$ cat config.mk
export PLATFORM = sky130hd
export DESIGN_NAME = pmc_lowpower_ctrl
export DESIGN_NICKNAME = d
export VERILOG_FILES = /design/src/rtl/pmc_pkg.sv /design/src/rtl/pmc_wake_eval.sv /design/src/rtl/pmc_settle_timer.sv /design/src/rtl/pmc_aon_keep.sv /design/src/rtl/pmc_lowpower_ctrl.sv
export SDC_FILE = /design/constraint.sdc
export NUM_CORES = 1
export LEC_CHECK = 0
export ABC_AREA = 0
export BUFFER_PORTS_ARGS = -buffer_cell sky130_fd_sc_hd__buf_4
export CAP_MARGIN = 10
export CELL_PAD_IN_SITES_DETAIL_PLACEMENT = 0
export CELL_PAD_IN_SITES_GLOBAL_PLACEMENT = 1
export CORE_UTILIZATION = 35
export CTS_BUF_LIST = sky130_fd_sc_hd__clkbuf_2 sky130_fd_sc_hd__clkbuf_4 sky130_fd_sc_hd__clkbuf_8
export DETAILED_ROUTE_END_ITERATION = 6
export PLACE_DENSITY_LB_ADDON = 0.1
export SLEW_MARGIN = 10
export SYNTH_ARGS = -nofsm -noshare
export SYNTH_HDL_FRONTEND = slang
export SYNTH_SLANG_ARGS = --single-unit
export TNS_END_PERCENT = 20
$ cat constraint.sdc
create_clock -name clk_i -period 2.9 [get_ports clk_i]
set_clock_uncertainty 0.2 [all_clocks]
set_input_delay 0.29 -clock clk_i [delete_from_list [all_inputs] [get_ports clk_i]]
set_output_delay 0.29 -clock clk_i [all_outputs]
set_load 0.01 [all_outputs]
$ cat src/rtl/pmc_pkg.sv
package pmc_pkg;

  typedef enum logic [2:0] {
    ST_RUN     = 3'd0,
    ST_ENTER   = 3'd1,
    ST_STOP    = 3'd2,
    ST_WREG    = 3'd3,
    ST_WRC     = 3'd4,
    ST_STANDBY = 3'd5
  } pmc_state_e;

  localparam logic [1:0] CLK_RC   = 2'd0;
  localparam logic [1:0] CLK_XTAL = 2'd1;
  localparam logic [1:0] CLK_PLL  = 2'd2;

  typedef struct packed {
    logic core_clk_en;
    logic pll_off;
    logic hse_off;
    logic hsi_off;
    logic reg_lp;
    logic reg_off;
    logic dom_en;
  } pmc_pwr_t;

  localparam pmc_pwr_t PWR_RUN = '{core_clk_en: 1'b1, pll_off: 1'b0, hse_off: 1'b0,
                                   hsi_off: 1'b0, reg_lp: 1'b0, reg_off: 1'b0, dom_en: 1'b1};

endpackage

$ cat src/rtl/pmc_wake_eval.sv
module pmc_wake_eval #(
  parameter int NUM_LINES = 4
) (
  input  logic [NUM_LINES-1:0] line_pend_i,
  input  logic [NUM_LINES-1:0] line_irq_mode_i,
  input  logic [NUM_LINES-1:0] line_irq_en_i,
  input  logic [NUM_LINES-1:0] line_evt_mode_i,
  input  logic                 rtc_alarm_i,
  output logic                 pend_any_o,
  output logic                 irq_wake_o,
  output logic                 evt_wake_o
);
  logic [NUM_LINES-1:0] irq_hit;
  logic [NUM_LINES-1:0] evt_hit;

  for (genvar g = 0; g < NUM_LINES; g++) begin : g_line
    assign irq_hit[g] = line_pend_i[g] & line_irq_mode_i[g] & line_irq_en_i[g];
    assign evt_hit[g] = line_pend_i[g] & line_evt_mode_i[g];
  end

  assign pend_any_o = (|line_pend_i) | rtc_alarm_i;
  assign irq_wake_o = |irq_hit;
  assign evt_wake_o = |evt_hit;
endmodule

$ cat src/rtl/pmc_settle_timer.sv
module pmc_settle_timer #(
  parameter int CNT_W = 3
) (
  input  logic             clk_i,
  input  logic             rst_i,
  input  logic             load_i,
  input  logic [CNT_W-1:0] load_val_i,
  output logic             zero_o
);
  logic [CNT_W-1:0] cnt_q;

  always_ff @(posedge clk_i) begin
    if (rst_i)                cnt_q <= '0;
    else if (load_i)          cnt_q <= load_val_i;
    else if (cnt_q != '0)     cnt_q <= cnt_q - 1'b1;
  end

  assign zero_o = (cnt_q == '0);

  AST_TMR_NO_WRAP: assert property (@(posedge clk_i) disable iff (rst_i)
    (!load_i && zero_o) |=> zero_o);
endmodule

$ cat src/rtl/pmc_aon_keep.sv
module pmc_aon_keep (
  input  logic clk_i,
  input  logic rst_i,
  input  logic wdg_start_i,
  input  logic rtc_en_i,
  input  logic lsi_en_i,
  input  logic lse_en_i,
  output logic wdg_run_o,
  output logic rtc_run_o,
  output logic lsi_run_o,
  output logic lse_run_o
);
  always_ff @(posedge clk_i) begin
    if (rst_i) begin
      wdg_run_o <= 1'b0;
      rtc_run_o <= 1'b0;
      lsi_run_o <= 1'b0;
      lse_run_o <= 1'b0;
    end else begin
      wdg_run_o <= wdg_run_o | wdg_start_i;
      rtc_run_o <= rtc_en_i;
      lsi_run_o <= lsi_en_i;
      lse_run_o <= lse_en_i;
    end
  end

  AST_WDG_STICKY: assert property (@(posedge clk_i) disable iff (rst_i)
    wdg_run_o |=> wdg_run_o);
endmodule

$ cat src/rtl/pmc_lowpower_ctrl.sv
module pmc_lowpower_ctrl
  import pmc_pkg::*;
#(
  parameter int NUM_LINES     = 4,
  parameter int RC_START_CYC  = 4,
  parameter int REG_RECOV_CYC = 3
) (
  input  logic                 clk_i,
  input  logic                 rst_i,
  input  logic                 sleep_req_i,
  input  logic                 sleep_is_wfe_i,
  input  logic                 deep_sleep_i,
  input  logic                 pdown_sel_i,
  input  logic                 reg_lp_sel_i,
  input  logic [NUM_LINES-1:0] line_pend_i,
  input  logic [NUM_LINES-1:0] line_irq_mode_i,
  input  logic [NUM_LINES-1:0] line_irq_en_i,
  input  logic [NUM_LINES-1:0] line_evt_mode_i,
  input  logic                 rtc_alarm_i,
  input  logic                 wake_pin_i,
  input  logic                 clk_sel_wr_i,
  input  logic [1:0]           clk_sel_val_i,
  input  logic                 wdg_start_i,
  input  logic                 rtc_en_i,
  input  logic                 lsi_en_i,
  input  logic                 lse_en_i,
  output logic                 core_clk_en_o,
  output logic                 pll_off_o,
  output logic                 hse_off_o,
  output logic                 hsi_off_o,
  output logic                 reg_lp_req_o,
  output logic                 reg_off_o,
  output logic                 core_dom_en_o,
  output logic [1:0]           sysclk_sel_o,
  output logic                 wake_done_o,
  output logic                 sys_rst_req_o,
  output logic                 wdg_run_o,
  output logic                 rtc_run_o,
  output logic                 lsi_run_o,
  output logic                 lse_run_o
);
  localparam int MAX_CYC = (RC_START_CYC > REG_RECOV_CYC) ? RC_START_CYC : REG_RECOV_CYC;
  localparam int CNT_W   = $clog2(MAX_CYC + 1);
  localparam logic [CNT_W-1:0] RC_LOAD  = CNT_W'(RC_START_CYC - 1);
  localparam logic [CNT_W-1:0] REG_LOAD = CNT_W'(REG_RECOV_CYC - 1);

  pmc_state_e        st_q, st_d;
  logic              lp_q, wfe_q, sb_q;
  logic              pend_any, irq_wake, evt_wake, wake_ok;
  logic              tmr_load, tmr_zero;
  logic [CNT_W-1:0]  tmr_val;
  pmc_pwr_t          pwr_d, pwr_q;

  pmc_wake_eval #(.NUM_LINES(NUM_LINES)) u_wake (
    .line_pend_i     (line_pend_i),
    .line_irq_mode_i (line_irq_mode_i),
    .line_irq_en_i   (line_irq_en_i),
    .line_evt_mode_i (line_evt_mode_i),
    .rtc_alarm_i     (rtc_alarm_i),
    .pend_any_o      (pend_any),
    .irq_wake_o      (irq_wake),
    .evt_wake_o      (evt_wake)
  );

  pmc_settle_timer #(.CNT_W(CNT_W)) u_tmr (
    .clk_i      (clk_i),
    .rst_i      (rst_i),
    .load_i     (tmr_load),
    .load_val_i (tmr_val),
    .zero_o     (tmr_zero)
  );

  pmc_aon_keep u_aon (
    .clk_i       (clk_i),
    .rst_i       (rst_i),
    .wdg_start_i (wdg_start_i),
    .rtc_en_i    (rtc_en_i),
    .lsi_en_i    (lsi_en_i),
    .lse_en_i    (lse_en_i),
    .wdg_run_o   (wdg_run_o),
    .rtc_run_o   (rtc_run_o),
    .lsi_run_o   (lsi_run_o),
    .lse_run_o   (lse_run_o)
  );

  assign wake_ok = wfe_q ? evt_wake : irq_wake;

  // Next-state and settle timer control
  always_comb begin
    st_d     = st_q;
    tmr_load = 1'b0;
    tmr_val  = RC_LOAD;
    unique case (st_q)
      ST_RUN:     if (sleep_req_i && deep_sleep_i && !pend_any) st_d = ST_ENTER;
      ST_ENTER:   st_d = pend_any ? ST_RUN : (sb_q ? ST_STANDBY : ST_STOP);
      ST_STOP:    if (wake_ok) begin
                    tmr_load = 1'b1;
                    if (lp_q) begin
                      st_d    = ST_WREG;
                      tmr_val = REG_LOAD;
                    end else begin
                      st_d = ST_WRC;
                    end
                  end
      ST_WREG:    if (tmr_zero) begin
                    st_d     = ST_WRC;
                    tmr_load = 1'b1;
                  end
      ST_WRC:     if (tmr_zero) st_d = ST_RUN;
      ST_STANDBY: if (wake_pin_i || rtc_alarm_i) st_d = ST_RUN;
      default:    st_d = ST_RUN;
    endcase
  end

  // Power control decode of the state being entered
  always_comb begin
    pwr_d = PWR_RUN;
    unique case (st_d)
      ST_RUN:   pwr_d = PWR_RUN;
      ST_ENTER: pwr_d.core_clk_en = 1'b0;
      ST_STOP: begin
        pwr_d.core_clk_en = 1'b0;
        pwr_d.pll_off     = 1'b1;
        pwr_d.hse_off     = 1'b1;
        pwr_d.hsi_off     = 1'b1;
        pwr_d.reg_lp      = lp_q;
      end
      ST_WREG: begin
        pwr_d.core_clk_en = 1'b0;
        pwr_d.pll_off     = 1'b1;
        pwr_d.hse_off     = 1'b1;
        pwr_d.hsi_off     = 1'b1;
      end
      ST_WRC: begin
        pwr_d.core_clk_en = 1'b0;
        pwr_d.pll_off     = 1'b1;
        pwr_d.hse_off     = 1'b1;
      end
      ST_STANDBY: begin
        pwr_d.core_clk_en = 1'b0;
        pwr_d.pll_off     = 1'b1;
        pwr_d.hse_off     = 1'b1;
        pwr_d.hsi_off     = 1'b1;
        pwr_d.reg_off     = 1'b1;
        pwr_d.dom_en      = 1'b0;
      end
      default: pwr_d = PWR_RUN;
    endcase
  end

  always_ff @(posedge clk_i) begin
    if (rst_i) begin
      st_q          <= ST_RUN;
      lp_q          <= 1'b0;
      wfe_q         <= 1'b0;
      sb_q          <= 1'b0;
      pwr_q         <= PWR_RUN;
      sysclk_sel_o  <= CLK_RC;
      wake_done_o   <= 1'b0;
      sys_rst_req_o <= 1'b0;
    end else begin
      st_q          <= st_d;
      pwr_q         <= pwr_d;
      wake_done_o   <= (st_q == ST_WRC) && (st_d == ST_RUN);
      sys_rst_req_o <= (st_q == ST_STANDBY) && (st_d == ST_RUN);
      if (st_q == ST_RUN && st_d == ST_ENTER) begin
        lp_q  <= reg_lp_sel_i;
        wfe_q <= sleep_is_wfe_i;
        sb_q  <= pdown_sel_i;
      end
      if (st_q == ST_RUN && clk_sel_wr_i)     sysclk_sel_o <= clk_sel_val_i;
      else if (st_q != ST_RUN && st_d == ST_RUN) sysclk_sel_o <= CLK_RC;
    end
  end

  assign core_clk_en_o = pwr_q.core_clk_en;
  assign pll_off_o     = pwr_q.pll_off;
  assign hse_off_o     = pwr_q.hse_off;
  assign hsi_off_o     = pwr_q.hsi_off;
  assign reg_lp_req_o  = pwr_q.reg_lp;
  assign reg_off_o     = pwr_q.reg_off;
  assign core_dom_en_o = pwr_q.dom_en;

  AST_ABORT_KEEPS_RUN: assert property (@(posedge clk_i) disable iff (rst_i)
    (st_q == ST_RUN && sleep_req_i && pend_any) |=> core_clk_en_o);
  AST_ENTRY_CANCEL: assert property (@(posedge clk_i) disable iff (rst_i)
    (st_q == ST_ENTER && pend_any) |=> (st_q == ST_RUN && core_clk_en_o));
  AST_WAKE_ONE_CYCLE: assert property (@(posedge clk_i) disable iff (rst_i)
    wake_done_o |=> !wake_done_o);
  AST_WAKE_ON_RC: assert property (@(posedge clk_i) disable iff (rst_i)
    wake_done_o |-> (sysclk_sel_o == CLK_RC && core_clk_en_o));
  AST_RST_REQ_ONE_CYCLE: assert property (@(posedge clk_i) disable iff (rst_i)
    sys_rst_req_o |=> !sys_rst_req_o);
endmodule

==> results of run 1 <==
area by class of cell:
cell class	instances	area share, %
multi-input combinational	86	37.2
sequential	23	29.2
timing repair buffer	53	26.3
tap	44	3.49
inverter	9	2.14
clock buffer	3	1.43
clock inverter	1	0.317
metal layers:
metal  part of all wire, %  vias up  track usage, %
li1                      -      547               -
met4                  0.48        0            2.04
met5                     0        -               0
met1                    46      488            21.9
met3                   3.9        2            4.40
met2                    49       29            32.8
cell usage in the layout (no fill, tap or decap), types with 2 or more instances in the layout:
| cell | synthesis | layout |
|---|---|---|
| sky130_fd_sc_hd__buf_4 | 1 | 46 |
| sky130_fd_sc_hd__dfxtp_1 | 23 | 23 |
| sky130_fd_sc_hd__nand3_1 | 10 | 10 |
| sky130_fd_sc_hd__inv_1 | 9 | 9 |
| sky130_fd_sc_hd__nor2_1 | 9 | 9 |
| sky130_fd_sc_hd__dlygate4sd3_1 | 0 | 7 |
| sky130_fd_sc_hd__a21oi_1 | 6 | 6 |
| sky130_fd_sc_hd__nor3_1 | 6 | 6 |
| sky130_fd_sc_hd__nor2b_1 | 5 | 5 |
| sky130_fd_sc_hd__o21ai_0 | 5 | 5 |
| sky130_fd_sc_hd__nand2_1 | 5 | 5 |
| sky130_fd_sc_hd__nand2b_1 | 4 | 4 |
| sky130_fd_sc_hd__mux2i_1 | 4 | 4 |
| sky130_fd_sc_hd__clkbuf_4 | 0 | 3 |
| sky130_fd_sc_hd__a31oi_1 | 2 | 2 |
| sky130_fd_sc_hd__or3_1 | 2 | 2 |
| sky130_fd_sc_hd__nor4b_1 | 2 | 2 |
| sky130_fd_sc_hd__a31o_2 | 2 | 2 |
| sky130_fd_sc_hd__o211ai_1 | 2 | 2 |
| sky130_fd_sc_hd__ha_1 | 2 | 2 |
cells in the mapped netlist, drive strengths merged, types with 3 or more instances:
library cell / number / area (sq um)
nand2b: 4 / 25.0
o21ai: 5 / 25.0
nor2: 9 / 33.8
dfxtp: 23 / 460
mux2i: 4 / 40.0
clkbuf: 4 / 15.0
nand2: 5 / 18.8
nor4b: 4 / 56.3
nor2b: 6 / 45.0
buf: 3 / 23.8
nor3: 8 / 56.3
nand3: 10 / 50.1
a21oi: 6 / 30.0
inv: 9 / 33.8
per-stage QoR:
| step | util, % | worst slack, ns | hold WS, ns | total power [mW] |
|---|---|---|---|---|
| 2_1_floorplan | - | 0.791 | 0.202 | 0.474 |
| 5_1_grt | 51.7 | 0.512 | 0.0225 | 0.749 |
| 6_report | 51.7 | 0.680 | 0.0397 | 0.690 |
| 3_3_place_gp | 48.5 | 0.780 | 0.248 | 0.540 |
| 4_1_cts | 51.7 | 0.685 | 0.0354 | 0.699 |
| 3_5_place_dp | 48.5 | 0.731 | 0.256 | 0.541 |
cell families (layout without fill, tap and decap cells):
family | count (synthesis) | in the layout | share of synthesized area, %
simple gates | 55 | 55 | 31.5
compound gates | 25 | 25 | 15.1
flops | 23 | 23 | 41.1
buf+inv | 16 | 66 | 6.48
mux | 4 | 4 | 3.58
fa+ha+maj | 2 | 2 | 2.23
power breakdown:
part,switching [mW],internal [mW]
clock,0.0962,0.0515
sequential,0.00925,0.337
combinational,0.100,0.0962
total,0.205,0.484
worst paths after layout:
path                     from              end  slack, ns
max reg2reg    u_tmr.cnt_q[0]     reg_lp_req_o       0.68
min          clk_sel_val_i[0]  sysclk_sel_o[0]       0.04
min reg2reg   u_aon.wdg_run_o  u_aon.wdg_run_o       0.28
max            u_tmr.cnt_q[0]     reg_lp_req_o       0.68
timing repair:
action / 4_1_cts / 5_1_grt
hold buffers: 7 / 0
gates resized for setup: 0 / 0
endpoints found under the hold margin: 7 / 0
worst max-delay path, stage by stage (launching register included):
cell and delay (ns):
sky130_fd_sc_hd__dfxtp_1 0.38, sky130_fd_sc_hd__inv_1 0.08, sky130_fd_sc_hd__ha_1 0.19, sky130_fd_sc_hd__ha_1 0.28, sky130_fd_sc_hd__nor2b_1 0.18, sky130_fd_sc_hd__a31oi_1 0.06, sky130_fd_sc_hd__or3_1 0.35, sky130_fd_sc_hd__nor2b_4 0.15
sky130_fd_sc_hd__nor4b_4 0.26
==> results.md, run 1 <==
Timing:
- After routing, the total negative slack on setup checks comes to 0 ns.
- The period utilization is 76.6%.
- The time the worst path needs with I/O delays and setup is 2.22 ns.
- The headroom to the max-slew limit is 69.5%.
- Setup repair after global routing left no endpoint under its margin.
- The final hold violation count is 0.
- Derived from the worst setup path, the maximum achievable clock frequency is 450 MHz.
- The max-slew violation count is 0.
- The transition time at the pin with the least slew margin is 0.453 ns.
- The final number of setup-violating endpoints is 0.

Min path:
- The classification of the worst-slack hold path is in -> reg.
- The worst hold path passes through 3 cells.

Yosys:
- For this run, the number of Yosys warnings is 0.
- The synthesized instance count is 125.
- The most used flip-flop cell after synthesis is sky130_fd_sc_hd__dfxtp_1.
- The count of state elements after synthesis is 23.
- In this run, synthesis inferred 0 flip-flops with an integrated enable.
- In the synthesized netlist the async set-or-reset flop fraction comes to 0%.
- The post-synthesis sequential area ratio is 41.1%.
- The synthesized netlist contains 41 unique library cells.
- In this run the cell area of the synthesized design comes to 1120 sq um.
- The net count of the mapped netlist is 159.
- The post-synthesis area per instance is 8.96 sq um.

Cells and area:
- The final layout net count is 210.
- 0 antenna diodes ended up in the layout.
- The fraction of layout cells with a size suffix above 1 is 34.3%.
- The post-route non-filler standard cell count is 219.
- Once layout is done, the placed cells without fillers occupy 1580 sq um.
- The number of fill cells in the layout is 292.
- The signed area change from the synthesized netlist to the final layout is 41.0%.
- The multi-input combinational cell area is 587 sq um.
- Summing all flip-flop and latch instances after layout gives 460 sq um.
- In the final layout, the registers with the most flip-flops are st_q x3, u_tmr.cnt_q x3, sysclk_sel_o x2.

Critical path:
- The worst setup path is launched from a register.
- In this run the worst path has a maximum fanout of 9.
- The worst reg2reg path depth is 8.
- STA classifies the critical path endpoint as a register.
- The required time of the critical path is 2.93 ns.
- The worst path arrival time is 2.25 ns.
- The worst setup path is of the reg -> reg kind.

Route:
- The remaining number of nets flagged by the antenna check after routing is 0.
- The total wire length is 2690 um.
- In the final routed layout, each cell accounts on average for 12.3 um.
- The count of unresolved DRC violations after routing is 0.
- The violation count after the first detailed-route iteration is 34.
- Dividing the detail-routed via count by the number of cells gives 4.87.
- The number of vias after detailed routing is 1066.
- The detailed-routing iteration count for the pre-antenna-repair pass is 4.

Clock tree:
- The maximum clock insertion buffer count is 2.
- CTS built an H-tree with a depth of 1.
- TritonCTS built the clock tree.
- After clock tree synthesis, the setup repair step added 0 buffers.
- The tree is rooted in a sky130_fd_sc_hd__clkbuf_4.
- The clock drives 23 sinks.
- The clock buffer count from CTS is 3.
- The clock slew at the register clock pins of the worst setup and hold paths is 0.13 ns.
- The clock insertion delay at the later pin of the skew report is 0.31 ns.

Global route:
- The number of global-route vias before repair is 1080.
- The number of antenna violations at the first check in global routing was 0.
- The remaining global-route overflow is 0.
- For this run, the total global-route usage over all layers was measured as 17.9%.
- The global-route wire length before repair is 4750 um.
- The largest net degree at the start of global routing is 24.

Floorplan:
- The standard cell core area is 3050 sq um.
- After floorplanning, the core was divided into 20 placement rows.
- The width of the die is 58.6 um.
- Pin placement for this block handled 47 I/O pins.
- From bottom edge to top edge, the die measures 58.6 um.
- The full die area is 3430 sq um.
- The initial utilization of the core area, before any placement, comes to 36.7%.

Run:
- The tool flagged a number of max-cap violations equal to 0.

Place:
- After detailed placement, the design holds a cell count of 208.
- Routability-driven placement finished with a final weighted congestion of 0.824.
- Detailed placement finished with a half-perimeter wire length of 2000 um.
- In this run the cell area measured after placement is 1480 sq um.
- The quantity of I/O buffers inserted on ports is 46.

Outcome:
- The flow ran to the end, and the final reports show no timing, DRC or antenna violations.

Power and ir drop:
- For this design the ratio of total power to cell area is 437 nW/um^2.
- Across the VDD grid, the largest voltage drop is 315 uV.
- In this run the static leakage power is 0.693 nW.
(Power assumes the default switching activity.)
==> run 2: changes to the inputs <==
--- a/config.mk
+++ b/config.mk
@@ -5,12 +5,12 @@
 export SDC_FILE = /design/constraint.sdc
 export NUM_CORES = 1
 export LEC_CHECK = 0
-export ABC_AREA = 0
+export ABC_AREA = 1
 export BUFFER_PORTS_ARGS = -buffer_cell sky130_fd_sc_hd__buf_4
 export CAP_MARGIN = 10
 export CELL_PAD_IN_SITES_DETAIL_PLACEMENT = 0
 export CELL_PAD_IN_SITES_GLOBAL_PLACEMENT = 1
-export CORE_UTILIZATION = 35
+export CORE_UTILIZATION = 29
 export CTS_BUF_LIST = sky130_fd_sc_hd__clkbuf_2 sky130_fd_sc_hd__clkbuf_4 sky130_fd_sc_hd__clkbuf_8
 export DETAILED_ROUTE_END_ITERATION = 6
 export PLACE_DENSITY_LB_ADDON = 0.1
==> constraint.sdc (replaced) <==
create_clock -name clk_i -period 1.8 [get_ports clk_i]
set_clock_uncertainty 0.2 [all_clocks]
set_input_delay 0.18 -clock clk_i [delete_from_list [all_inputs] [get_ports clk_i]]
set_output_delay 0.18 -clock clk_i [all_outputs]
set_load 0.01 [all_outputs]
==> run 2 against run 1 <==
The run now ends with negative setup slack left. Design area increased by 12%. First-iteration DRC count increased by 32%. Critical path type unchanged. Synthesized cell count increased by 23%. Fmax increased by 21%. Sequential share of layout area decreased by 2.8 points. Non-clock buffer count increased by 15. Critical path depth increased by 4. Sequential power increased by 62%. Die area increased by 14%. Largest cell class unchanged. Global-route usage decreased by 3.0 points. Core utilization about the same.
==> results.md, run 2 <==
Yosys:
- The dominant cell by count in the synthesized netlist is sky130_fd_sc_hd__nand2_1.
- The post-synthesis area per instance is 6.88 sq um (-23%).
- The net count of the mapped netlist is 188 (+18%).
- Yosys attributes the largest share of cell area to sky130_fd_sc_hd__dfxtp_1 (43%), sky130_fd_sc_hd__nand2_1 (12%), sky130_fd_sc_hd__inv_1 (9.2%).
- In the synthesized netlist, the cells that appear most often are sky130_fd_sc_hd__nand2_1 (33), sky130_fd_sc_hd__inv_1 (26), sky130_fd_sc_hd__dfxtp_1 (23).
- The Yosys warning count is 0 (unchanged).
- The summed instance area of the synthesized netlist was 1060 sq um (-5.4%).
- The flip-flop cell with the highest count after synthesis is sky130_fd_sc_hd__dfxtp_1.
- sky130_fd_sc_hd__dfxtp_1 takes more of the synthesized area than any other cell.
- The count of state elements after synthesis came to 23 (unchanged).
- The area share of the largest cell type after synthesis is 43.4% (+2.3 points).
- The async set or reset register ratio after synthesis came to 0% (unchanged).
- The distinct cell type count after synthesis was 17 (-59%).
- The post-synthesis sequential area ratio is 43.4% (+2.3 points).
- The number of synthesized flops with an enable pin is 0 (unchanged).
- The synthesized instance count is 154 (+23%).

Timing:
- The final number of setup-violating endpoints came to 2 (+2).
- The highest clock rate was 547 MHz (+21%).
- The headroom to the max-slew limit came to 78.7% (+9.1 points).
- The max-slew violation count came to 0 (unchanged).
- The time the worst path needs with I/O delays and setup is 1.83 ns (-0.392 ns).
- The period utilization is 102% (+25 points).
- The worst hold margin is 0.0186 ns (-0.0212 ns).
- The total negative slack is -0.0540 ns (-0.0540 ns).
- The final hold violation count was 0 (unchanged).
- The final worst slack came to -0.0281 ns (-0.708 ns).
- The transition time at the pin with the least slew margin was 0.318 ns (-0.135 ns).
- Setup repair after global routing could not meet its margin everywhere.

Cells and area:
- In the final layout, the registers with the most flip-flops are st_q x3, u_tmr.cnt_q x3, sysclk_sel_o x2.
- Compared with the post-synthesis result, the final layout area differs by 66.8%.
- The final core area utilization is 51.8% (about the same).
- The final layout net count is 258 (+23%).
- The library cell used most frequently in the layout, excluding fill and tap cells, is sky130_fd_sc_hd__buf_4.
- The fraction of layout cells with a size suffix above 1 came to 39.0% (+4.7 points).
- The library cells used most frequently in the layout, excluding fill and tap cells, are sky130_fd_sc_hd__buf_4 (54), sky130_fd_sc_hd__nand2_1 (32), sky130_fd_sc_hd__inv_1 (24).
- The count of inserted antenna diode cells is 0 (unchanged).

Floorplan:
- The initial core utilization is 31.0% (-5.7 points).
- The number of top-level design ports came to 47 (unchanged).
- The full die area is 3900 sq um (+14%).
- The vertical die dimension is 62.5 um (+6.6%).
- The standard cell core area is 3420 sq um (+12%).
- The count of standard-cell rows is 21 (+5.0%).
- The width of the die is 62.5 um (+6.6%).

Min path:
- In this run the most critical hold path is launched from clk_sel_wr_i.
- The sink of the worst hold path is sysclk_sel_o[1].
- The worst hold path depth came to 4 (+1).
- The classification of the worst-slack hold path is in -> reg.

Critical path:
- The startpoint of the lowest-slack register-to-register path is u_tmr.cnt_q[1].
- The required time of the critical path is 1.81 ns (-1.12 ns).
- The peak fanout along the critical path is 4 (-5).
- The worst path arrival time is 1.84 ns (-0.41 ns).
- The sort of element at the start of the critical path is a register.
- The register-to-register path setup slack is -0.03 ns (-0.71 ns).
- The worst reg2reg path depth is 12 (+4).
- The capturing point of the worst reg2reg path is sysclk_sel_o[0].
- The critical path start-end classification is reg -> reg.
- The endpoint class of the critical path is a register.

Power and ir drop:
- The worst ir drop on vdd is 318 uV (+1.1%).
- The reported leakage power is 0.887 nW (+28%).
- The power density relative to cell area is 682 nW/um^2 (+56%).
- The overall power consumption is 1.21 mW (+75%).

Place:
- The total half-perimeter wirelength after legalization and detailed placement was 2020 um (+0.72%).
- The global placer's final weighted congestion is 0.922 (+12%).
- The quantity of I/O buffers inserted on ports is 46 (unchanged).

Global route:
- The number of global-route vias before repair came to 1105 (+2.3%).
- The met1 usage is 18.7% (-3.2 points).
- The largest net degree at the start of global routing is 14 (-42%).
- The layer flagged by global routing as most heavily used is met2.
- The met3 demand-to-capacity share in global routing is 3.83% (-0.56 points).
- The met2 usage in global routing was 25.8% (-7.0 points).
- The remaining global-route overflow came to 0 (unchanged).
- The number of antenna violations at the first check in global routing was 0 (unchanged).
- The global-route wire length before repair is 4660 um (-1.9%).
- The total track usage is 14.9% (-3.0 points).

Route:
- The mean number of vias per cell was 4.35 (-11%).
- The detailed-routing iteration count for the pre-antenna-repair pass came to 4 (unchanged).
- The total wire length is 2710 um (+0.71%).
- The routed length per instance is 10.1 um (-18%).
- The count of unresolved DRC violations after routing was 0 (unchanged).
- The remaining number of nets flagged by the antenna check after routing came to 0 (unchanged).
- The violation count after the first detailed-route iteration is 45 (+32%).
- The number of vias after detailed routing came to 1170 (+9.8%).

Outcome:
- The flow ran to the end, but the final reports show violations.
- The final reports fail on negative setup slack.

Clock tree:
- The number of clock sinks came to 23 (unchanged).
- The clock insertion delay at the later pin of the skew report is 0.31 ns (about the same).
- TritonCTS built the clock tree.
- The number of H-tree levels is 1 (unchanged).
- The clock slew at the register clock pins of the worst setup and hold paths is 0.12 ns (about the same).
- The maximum clock insertion buffer count was 2 (unchanged).
- The clock buffer count from CTS is 3 (unchanged).
- The root buffer selected by CTS is sky130_fd_sc_hd__clkbuf_4.

Run:
- The number of max-cap violations came to 0 (unchanged).
[run 2: logic make-up (layout without fill, tap and decap cells)]
family                   Yosys count  after routing  share of synthesized area, %
adder cells (fa/ha/maj)            2              2                          2.36
AO/OA/AOI/OAI                     18             18                          8.50
AND/OR/NAND/NOR                   80             80                          34.0
flip-flops                        23             23                          43.4
buffers and inverters             31            100                          11.7
[run 2: how the worst max path moves through the flow]
stage	end	slack, ns	startpoint
final	sysclk_sel_o[0]	-0.03	u_tmr.cnt_q[1]
after global routing	pll_off_o	-0.16	wfe_q
after CTS	sysclk_sel_o[0]	-0.01	u_tmr.cnt_q[1]
after detailed placement	sysclk_sel_o[0]	-0.02	u_tmr.cnt_q[1]
after global placement	sysclk_sel_o[1]	0.01	u_tmr.cnt_q[1]
after floorplan	sysclk_sel_o[0]	-0.002	u_tmr.cnt_q[0]
[run 2: per-stage QoR]
step / std cells / worst slack [ns] / cell area [sq um]
6_report: 269 / -0.0281 / 1770
5_1_grt: 269 / -0.163 / 1770
4_1_cts: 265 / -0.0102 / 1680
3_5_place_dp: 248 / -0.0224 / 1510
3_3_place_gp: 248 / 0.0117 / 1510
2_1_floorplan: 154 / -0.00248 / 1100
[run 2: cell type report]
cell class / count / area, sq um
timing repair buffer: 68 / 546
clock buffer: 4 / 30.0
multi-input combinational: 100 / 564
tap: 46 / 57.6
inverter: 28 / 105
fill: 366 / 1650
sequential: 23 / 465
[run 2: power by group]
part,switching [mW],internal [mW],leakage [nW]
Clock,0.149,0.102,0.0184
Sequential,0.0172,0.544,0.189
Combinational,0.169,0.225,0.679
[run 2: what timing repair did]
item,CTS,global route
hold buffers,13,1
gates cloned,0,0
resized for setup,2,14
pin swaps,4,7
endpoints found under the setup margin,4,10
setup buffers,0,3
hold endpoints to repair,16,9
[run 2: layer usage]
layer | vias up | wire (um) | share of wire (%)
li1 | 625 | - | -
met1 | 515 | 1240 | 46
met2 | 28 | 1350 | 50
met3 | 2 | 98 | 3.6
met4 | 0 | 18 | 0.67
met5 | - | 0 | 0
[run 2: critical path, stage by stage (launching register included)]
cell and delay, ns:
sky130_fd_sc_hd__dfxtp_2 0.35, sky130_fd_sc_hd__inv_2 0.06, sky130_fd_sc_hd__ha_4 0.13, sky130_fd_sc_hd__ha_4 0.15, sky130_fd_sc_hd__nor3_4 0.04, sky130_fd_sc_hd__nor2_1 0.10, sky130_fd_sc_hd__nand2_1 0.10, sky130_fd_sc_hd__nor2_4 0.15
sky130_fd_sc_hd__nand2_2 0.09, sky130_fd_sc_hd__nor2_4 0.13, sky130_fd_sc_hd__nand3_2 0.10, sky130_fd_sc_hd__nand3_2 0.08, sky130_fd_sc_hd__a21oi_2 0.05
